**src/rtl/bsb_pkg.sv**
```systemverilog
package bsb_pkg;
  // Why a write lands in the slot it does
  typedef enum logic [1:0] {
    WR_NONE    = 2'd0,
    WR_INPLACE = 2'd1,
    WR_FREE    = 2'd2,
    WR_EVICT   = 2'd3
  } wr_kind_e;
endpackage

```
**src/rtl/bsb_store.sv**
```systemverilog
module bsb_store #(
  parameter int ENTRIES = 8,
  parameter int AW      = 32,
  parameter int DW      = 128,
  localparam int IDXW   = $clog2(ENTRIES)
) (
  input  logic                          clk,
  input  logic                          rst_n,
  input  logic                          wr_en,
  input  logic [IDXW-1:0]               wr_idx,
  input  logic [AW-1:0]                 wr_tag,
  input  logic [DW-1:0]                 wr_data,
  output logic [ENTRIES-1:0]            valid_o,
  output logic [ENTRIES-1:0][AW-1:0]    tag_o,
  output logic [ENTRIES-1:0][DW-1:0]    data_o
);
  for (genvar g = 0; g < ENTRIES; g++) begin : g_slot
    logic slot_we;
    assign slot_we = wr_en && (wr_idx == IDXW'(g));
    always_ff @(posedge clk or negedge rst_n) begin
      if (!rst_n) begin
        valid_o[g] <= 1'b0;
        tag_o[g]   <= '0;
        data_o[g]  <= '0;
      end else if (slot_we) begin
        valid_o[g] <= 1'b1;
        tag_o[g]   <= wr_tag;
        data_o[g]  <= wr_data;
      end
    end
  end
endmodule

```
**src/rtl/bsb_match.sv**
```systemverilog
module bsb_match #(
  parameter int ENTRIES = 8,
  parameter int AW      = 32
) (
  input  logic [AW-1:0]               key,
  input  logic [ENTRIES-1:0]          valid,
  input  logic [ENTRIES-1:0][AW-1:0]  tags,
  output logic [ENTRIES-1:0]          match_vec,
  output logic                        any_match
);
  for (genvar g = 0; g < ENTRIES; g++) begin : g_cmp
    assign match_vec[g] = valid[g] && (tags[g] == key);
  end
  assign any_match = |match_vec;
endmodule

```
**src/rtl/bsb_victim.sv**
```systemverilog
module bsb_victim
  import bsb_pkg::*;
#(
  parameter int ENTRIES = 8,
  localparam int IDXW   = $clog2(ENTRIES)
) (
  input  logic               clk,
  input  logic               rst_n,
  input  logic               req,
  input  logic [ENTRIES-1:0] upd_match,
  input  logic [ENTRIES-1:0] valid,
  output logic [IDXW-1:0]    wr_idx,
  output wr_kind_e           wr_kind,
  output logic [IDXW-1:0]    rr_ptr
);
  function automatic logic [IDXW-1:0] onehot_to_idx(input logic [ENTRIES-1:0] v);
    logic [IDXW-1:0] r;
    r = '0;
    for (int i = 0; i < ENTRIES; i++) if (v[i]) r = r | IDXW'(i);
    return r;
  endfunction

  function automatic logic [IDXW-1:0] lowest_free(input logic [ENTRIES-1:0] v);
    logic [IDXW-1:0] r;
    r = '0;
    for (int i = ENTRIES - 1; i >= 0; i--) if (!v[i]) r = IDXW'(i);
    return r;
  endfunction

  function automatic logic [IDXW-1:0] rr_next(input logic [IDXW-1:0] p);
    return (p == IDXW'(ENTRIES - 1)) ? '0 : p + 1'b1;
  endfunction

  always_comb begin
    wr_kind = WR_NONE;
    wr_idx  = '0;
    if (req) begin
      if (|upd_match) begin
        wr_kind = WR_INPLACE;
        wr_idx  = onehot_to_idx(upd_match);
      end else if (!(&valid)) begin
        wr_kind = WR_FREE;
        wr_idx  = lowest_free(valid);
      end else begin
        wr_kind = WR_EVICT;
        wr_idx  = rr_ptr;
      end
    end
  end

  always_ff @(posedge clk or negedge rst_n) begin
    if (!rst_n)                  rr_ptr <= '0;
    else if (wr_kind == WR_EVICT) rr_ptr <= rr_next(rr_ptr);
  end
endmodule

```
**src/rtl/branch_stream_buffer.sv**
```systemverilog
module branch_stream_buffer
  import bsb_pkg::*;
#(
  parameter int ENTRIES = 8,
  parameter int AW      = 32,
  parameter int IW      = 32,
  parameter int WORDS   = 3,
  localparam int IDXW   = $clog2(ENTRIES),
  localparam int SW     = WORDS * IW,
  localparam int DW     = AW + SW
) (
  input  logic          clk,
  input  logic          rst_n,
  input  logic [AW-1:0] fetch_addr,
  output logic          fetch_hit,
  output logic [AW-1:0] fetch_target,
  output logic [SW-1:0] fetch_instr,
  input  logic          upd_en,
  input  logic [AW-1:0] upd_branch_pc,
  input  logic [AW-1:0] upd_target,
  input  logic [SW-1:0] upd_instr
);
  logic [ENTRIES-1:0]           valid_q;
  logic [ENTRIES-1:0][AW-1:0]   tag_q;
  logic [ENTRIES-1:0][DW-1:0]   data_q;
  logic [ENTRIES-1:0]           fetch_match;
  logic [ENTRIES-1:0]           upd_match;
  logic                         upd_hit;
  logic [IDXW-1:0]              wr_idx;
  wr_kind_e                     wr_kind;
  logic [IDXW-1:0]              rr_ptr;
  logic [DW-1:0]                hit_data;

  // Entry layout: target address low, instruction words above it
  function automatic logic [DW-1:0] pack_entry(input logic [AW-1:0] t, input logic [SW-1:0] s);
    return {s, t};
  endfunction

  function automatic logic [DW-1:0] select_entry(input logic [ENTRIES-1:0] m,
                                                 input logic [ENTRIES-1:0][DW-1:0] d);
    logic [DW-1:0] r;
    r = '0;
    for (int i = 0; i < ENTRIES; i++) if (m[i]) r = r | d[i];
    return r;
  endfunction

  bsb_store #(.ENTRIES(ENTRIES), .AW(AW), .DW(DW)) u_store (
    .clk(clk), .rst_n(rst_n),
    .wr_en(wr_kind != WR_NONE), .wr_idx(wr_idx),
    .wr_tag(upd_branch_pc), .wr_data(pack_entry(upd_target, upd_instr)),
    .valid_o(valid_q), .tag_o(tag_q), .data_o(data_q)
  );

  bsb_match #(.ENTRIES(ENTRIES), .AW(AW)) u_fetch_cmp (
    .key(fetch_addr), .valid(valid_q), .tags(tag_q),
    .match_vec(fetch_match), .any_match(fetch_hit)
  );

  bsb_match #(.ENTRIES(ENTRIES), .AW(AW)) u_upd_cmp (
    .key(upd_branch_pc), .valid(valid_q), .tags(tag_q),
    .match_vec(upd_match), .any_match(upd_hit)
  );

  bsb_victim #(.ENTRIES(ENTRIES)) u_victim (
    .clk(clk), .rst_n(rst_n), .req(upd_en),
    .upd_match(upd_match), .valid(valid_q),
    .wr_idx(wr_idx), .wr_kind(wr_kind), .rr_ptr(rr_ptr)
  );

  assign hit_data     = select_entry(fetch_match, data_q);
  assign fetch_target = hit_data[AW-1:0];
  assign fetch_instr  = hit_data[DW-1:AW];


  dup_tag_chk: assert property (@(posedge clk) disable iff (!rst_n)
    $onehot0(fetch_match) && $onehot0(upd_match));


  install_seen_chk: assert property (@(posedge clk) disable iff (!rst_n)
    upd_en |=> valid_q[$past(wr_idx)] && (tag_q[$past(wr_idx)] == $past(upd_branch_pc)));


  inplace_keep_chk: assert property (@(posedge clk) disable iff (!rst_n)
    (upd_en && upd_hit) |=> ($countones(valid_q) == $past($countones(valid_q))));


  rr_hold_chk: assert property (@(posedge clk) disable iff (!rst_n)
    (wr_kind != WR_EVICT) |=> $stable(rr_ptr));


  free_first_chk: assert property (@(posedge clk) disable iff (!rst_n)
    (upd_en && !upd_hit && !(&valid_q)) |=> ($countones(valid_q) == $past($countones(valid_q)) + 1));
endmodule

```
**config.mk**
```make
export PLATFORM = sky130hd
export DESIGN_NAME = branch_stream_buffer
export DESIGN_NICKNAME = d
export VERILOG_FILES = /design/src/rtl/bsb_pkg.sv /design/src/rtl/bsb_store.sv /design/src/rtl/bsb_match.sv /design/src/rtl/bsb_victim.sv /design/src/rtl/branch_stream_buffer.sv
export SDC_FILE = /design/constraint.sdc
export NUM_CORES = 2
export LEC_CHECK = 0
export BUFFER_PORTS_ARGS = -buffer_cell sky130_fd_sc_hd__buf_2
export CORE_ASPECT_RATIO = 1.2
export CORE_MARGIN = 2
export CORE_UTILIZATION = 54
export DETAILED_ROUTE_END_ITERATION = 16
export MAX_ROUTING_LAYER = met4
export PLACE_DENSITY = 0.72
export SLEW_MARGIN = 10
export SYNTH_ARGS = -nofsm -noshare
export SYNTH_HDL_FRONTEND = slang
export SYNTH_SLANG_ARGS = --single-unit
```
**constraint.sdc**
```tcl
create_clock -name clk -period 11.05 [get_ports clk]
set_clock_uncertainty 0.15 [all_clocks]
set_input_delay 2.21 -clock clk [delete_from_list [all_inputs] [get_ports clk]]
set_output_delay 2.21 -clock clk [all_outputs]
set_load 0.02 [all_outputs]
```
; ---- After elaboration in Yosys (flattened, before gate mapping)
; Cells that the tools add are included.
[classes]
eq_ne = 25
order_cmp = 0
bitwise_logic = 7
n_shift = 0
mux = 30
n_reduce_logical = 29
mul = 0
n_div = 0
add_sub_neg = 1
[op_table]
columns = operator, count
row1 = 128-bit two-way mux, 8
row2 = 128-bit bitwise OR, 7
row3 = 32-bit equality test, 16
row4 = 3-bit two-way mux, 16
row5 = 1-bit logical AND, 24
row6 = 8-bit OR reduction, 2
row7 = "3-bit equality test, second input constant", 5
row8 = 2-bit two-way mux, 4
row9 = 8-bit AND reduction, 1
row10 = "3-bit by 2-bit equality test with 1-bit output, second input constant", 2
row11 = "3-bit by 1-bit adder with 3-bit output, second input constant", 1
row12 = "3-bit by 1-bit equality test with 1-bit output, second input constant", 1
row13 = 3-bit zero test, 1
row14 = "2-bit equality test, second input constant", 1
row15 = 1-bit two-way mux, 2
row16 = 2-bit nonzero test, 1
[totals]
rom_bits = 0
reg_bits = 1291
ram_bits = 0
mem_count = 0
inputBits = 195
latchBits = 0

; ---- Longest topological paths before layout
[depth]
word_depth = 17
mapped_depth = 14
depth_no_buf = 8

; ---- Cells and area by module
; From an unflattened synthesis, not the netlist that was laid out.
[hier_totals]
hier_cells = 4295
area_unflattened_um2 = 61245.0
[modules_own_cells]
columns = module, seq_area_each_um2, area_per_inst_um2, n_inst, cells_each
row1 = bsb_store, 32230.9, 48719.2, 1, 2727
row2 = bsb_match, 0.0, 3158.0, 2, 388
row3 = branch_stream_buffer, 0.0, 5859.4, 1, 753
row4 = bsb_victim, 75.1, 350.3, 1, 39

; ---- Worst setup path before layout
; No wires, ideal clock.
[synth_timing]
path_type = input to output
from = in fetch_addr[7]
to = out fetch_instr[43]
n_path_buf = 3
arrival_time_ns = 4.569
slack_ns = 4.121
required_time_ns = 8.690
path_stages = 11
cell_sequence = clkbuf_1 -> xnor2_1 -> nand4_1 -> nor4_1 -> nand4_1 -> nor4_1 -> clkbuf_1 -> clkbuf_1 -> a22o_1 -> a221oi_1 -> nand3_1
[synth_between]
elab_chain_cells = 17
[synth_rtl]
columns = item, line
row1 = start: declaration, branch_stream_buffer.sv:14  ; input logic [AW-1:0] fetch_addr,
row2 = 32-bit equality test, bsb_match.sv:12  ; assign match_vec[g] = valid[g] && (tags[g] == key);
row3 = 1-bit logical AND, bsb_match.sv:12
row4 = 128-bit two-way mux, branch_stream_buffer.sv:43  ; for (int i = 0; i < ENTRIES; i++) if (m[i]) r = r | d[i];
row5 = 128-bit bitwise OR, branch_stream_buffer.sv:43
row6 = 128-bit two-way mux, branch_stream_buffer.sv:43
row7 = 128-bit bitwise OR, branch_stream_buffer.sv:43
row8 = 128-bit two-way mux, branch_stream_buffer.sv:43
row9 = 128-bit bitwise OR, branch_stream_buffer.sv:43
row10 = 128-bit two-way mux, branch_stream_buffer.sv:43
row11 = 128-bit bitwise OR, branch_stream_buffer.sv:43
row12 = 128-bit two-way mux, branch_stream_buffer.sv:43
row13 = 128-bit bitwise OR, branch_stream_buffer.sv:43
row14 = 128-bit two-way mux, branch_stream_buffer.sv:43
row15 = 128-bit bitwise OR, branch_stream_buffer.sv:43
row16 = 128-bit two-way mux, branch_stream_buffer.sv:43
row17 = 128-bit bitwise OR, branch_stream_buffer.sv:43
row18 = 128-bit two-way mux (*), branch_stream_buffer.sv:43
row19 = end: declaration, branch_stream_buffer.sv:17  ; output logic [SW-1:0] fetch_instr,
; Every way passes the cells marked *; elsewhere a longest branch is shown, timed or not.

; ---- Worst setup path after layout
[layout_timing]
from = in fetch_addr[20]
to = out fetch_target[31]
[layout_between]
elab_chain_cells = 17
[layout_rtl]
columns = item, line
row1 = 32-bit equality test, bsb_match.sv:12
row2 = 1-bit logical AND, bsb_match.sv:12
row3 = 128-bit two-way mux, branch_stream_buffer.sv:43
row4 = 128-bit bitwise OR, branch_stream_buffer.sv:43
row5 = 128-bit two-way mux, branch_stream_buffer.sv:43
row6 = 128-bit bitwise OR, branch_stream_buffer.sv:43
row7 = 128-bit two-way mux, branch_stream_buffer.sv:43
row8 = 128-bit bitwise OR, branch_stream_buffer.sv:43
row9 = 128-bit two-way mux, branch_stream_buffer.sv:43
row10 = 128-bit bitwise OR, branch_stream_buffer.sv:43
row11 = 128-bit two-way mux, branch_stream_buffer.sv:43
row12 = 128-bit bitwise OR, branch_stream_buffer.sv:43
row13 = 128-bit two-way mux, branch_stream_buffer.sv:43
row14 = 128-bit bitwise OR, branch_stream_buffer.sv:43
row15 = 128-bit two-way mux, branch_stream_buffer.sv:43
row16 = 128-bit bitwise OR, branch_stream_buffer.sv:43
row17 = 128-bit two-way mux (*), branch_stream_buffer.sv:43
row18 = end: declaration, branch_stream_buffer.sv:16  ; output logic [AW-1:0] fetch_target,
; Marked as above.

==> reports/results.ini <==
[synth]
ys_seq_elements=1291
synth_nets=4514
synthesis.area_um2=60060
ys.warnings.count=0
synthDistinctLibCells=43
syn_avg_cell_area_um2=13.91
synthCells=4317
yosys_most_used_dff=dfrtp_1
synth-edff-count=0
yosysSeqAreaShare_pct=53.79
postSynth.asyncResetShare_pct=100.0

[global_route]
grt_use_total_pct=31.80
antenna_found_initial=41
gr-total-overflow=0
grt_pass1_wl_um=261600
grt_pass1_vias=39830
grt_max_degree=188

[clocking]
cts_tree=built
post_cts_buffers=0
clkSinkCount=1291
hold_buffers=0
post_cts_resized=0
clk_pin_slew_ns=0.06
cts_htree_levels=4
cts-root-buf=clkbuf_16
cts_buffer_depth=3
cts_inserted_buffers=133
clk-insertion-delay-late_ns=0.76

[routing]
routedWlPerCell_um=28.56
via_per_inst=6.253
num_vias=38100
drt_iter0_markers=2975
drcViolationCount=0
finalWirelength_um=174000
dr.pass1.iters=5
ant_nets=0

[timing]
final.setup.tns_ns=0
max_freq_ghz=0.1172
hold_viol_final=0
holdWs_ns=0.3338
min_period_ns=8.531
rsz0062_at_grt=false
drv_slew=0
finalCritPeriodShare_pct=77.21
relSlewSlack_pct=8.244
setup_violations=0
tightest_slew_ns=1.376

[finish]
multi_input_area_um2=26000
postLayoutCellArea_um2=66940
area_growth_syn_to_layout_pct=11.47
final_common_cell=dfrtp_1
final-seq-area_um2=32310
fillCellCount=8673
drive_gt1_share_pct=37.35
mostFrequentLayoutCells=1291 x dfrtp_1, 928 x mux2_2, 322 x buf_2
stdcell_count=6092
nNetsFinal=4662

[critical_path]
crit_path_start=fetch_addr[20]
max_stage_delay_ns=0.61
start_kind=input pin
worst_path_max_delay_cell=nor4_2
reg2reg_from=u_store.tag_o[223]
crit_path_end_kind=output port
path_class=input pin to output port
cp_top_family=simple AND/OR/NAND/NOR gates
worstPathMaxFanout=109
critPathRequiredTime_ns=8.69
cp_cell_sequence=buf_2 > xnor2_1 > nand4_1 > nor4_1 > nand4_1 > nor4_2 > buf_12 > a22oi_1 > nand3_1 > buf_2
path_buf_inv=3
crit_arrival_ns=6.17

[place]
io_buffers=323
routabilityCongestion=1.006
dp.cells=5826
post-dp-hpwl_um=100300
dpl-instance-area_um2=62390

[outcome]
status=completed

[floorplanning]
io_pins=324
rows=134
core_area_um2=110800
initial_utilization_pct=54.19
die_area_um2=113900
fp.dieH_um=369.3
die_w_um=308.4

[power_and_ir_drop]
ir_worst_vdd_v=0.0003349
p_per_area_nw_per_um2=314.1
p_int_mw=14.21
comb_power_share_pct=35.8
p_clk_share_pct=21.9
leakage_nw=29.10
seqPwrFrac_pct=42.3
switching_share_pct=32.42
p_sw_mw=6.817

[run]
drv_cap=0

[min_path]
hold_class=flop to flop
worstHoldStart=u_store.data_o[722]

==> layout make-up <==
| cell class | count | area share [%] |
|---|---|---|
| clock inverter | 35 | 0.5962 |
| inverter | 3 | 0.01682 |
| tap | 1496 | 2.796 |
| antenna | 36 | 0.1346 |
| multi-input combinational | 2673 | 38.84 |
| clock buffer | 195 | 6.063 |
| sequential | 1291 | 48.26 |
| timing repair buffer | 363 | 3.297 |
==> synth_stat cells (all sizes together), types with 2 or more instances <==
| master | count | area [um2] |
|---|---|---|
| a211oi | 2 | 25.02 |
| mux2 | 1284 | 15130 |
| inv | 3 | 11.26 |
| nand4b | 2 | 17.52 |
| nand2 | 10 | 37.54 |
| dfrtp | 1291 | 32310 |
| clkbuf | 117 | 439.2 |
| o21ai | 2 | 10.01 |
| nor2 | 6 | 22.52 |
| nand4 | 85 | 531.8 |
| buf | 233 | 1390 |
| a22oi | 256 | 1922 |
| or2 | 6 | 37.54 |
| xor2 | 212 | 1857 |
| ha | 2 | 25.02 |
| or4 | 4 | 33.78 |
| nand3 | 149 | 745.7 |
| a21boi | 2 | 15.01 |
| a22o | 128 | 1121 |
| a211o | 2 | 17.52 |
| xnor2 | 300 | 2628 |
| nor4 | 69 | 446.7 |
| or3 | 3 | 18.77 |
| nor3 | 9 | 50.05 |
| a221oi | 128 | 1121 |
| nand2b | 4 | 25.02 |
==> cell families (layout without fill, tap and decap cells) <==
group / Yosys count / in the layout / share of synthesized area [%]
DFF: 1291 / 1291 / 53.79
muxes: 1285 / 1285 / 25.20
AOI/OAI and AO/OA: 523 / 523 / 7.090
xor gates and xnor gates: 512 / 512 / 7.467
buffers and inverters: 353 / 596 / 3.065
and+or+nand+nor: 351 / 351 / 3.340
adders and majority gates: 2 / 2 / 0.04166
other: 0 / 36 / 0
==> power by group through the flow <==
stage | Combinational [mW] | Clock, mW | Sequential [mW]
global placement | 7.30 | 0 | 8.80
CTS | 7.54 | 4.68 | 8.86
detailed placement | 7.52 | 0 | 8.91
global route | 7.96 | 4.87 | 9.16
finish | 7.52 | 4.61 | 8.90
floorplan | 6.02 | 0 | 8.38
==> per-layer routing <==
layer	up-vias	global-route usage [%]	routed length, um
li1	16210	-	-
met1	20280	40.06	71210
met2	1223	49.15	83040
met3	378	6.478	11040
met4	0	15.64	8706
met5	-	-	0
==> state kept, by name, summed over array words and instances (netlist names) <==
name and count:
u_store.tag_o 256, u_victim.rr_ptr 3, u_store.data_o 1024, u_store.valid_o 8
==> path summary, 6_finish.rpt <==
| check | slack [ns] | endpoint | depth (start not counted) |
|---|---|---|---|
| worst max-delay path | 2.52 | fetch_target[31] | 10 |
| worst min register to register | 0.33 | u_store.data_o[722] | 1 |
| worst max register to register | 5.34 | u_store.data_o[908] | 10 |
| min in group asynchronous | 1.22 | u_store.data_o[769] | 1 |
| worst min-delay path | 0.33 | u_store.data_o[722] | 1 |
| max in group asynchronous | 7.03 | u_store.data_o[746] | 3 |
==> stage by stage <==
stage	util [%]	total power [mW]	setup WS, ns
after floorplan	-	14.40	4.121
after global placement	56.30	16.10	2.738
after detailed placement	56.30	16.42	2.721
after CTS	60.32	21.08	2.700
after global routing	60.40	21.99	2.649
final	60.40	21.03	2.519
Power figures use the tool's default switching activity.
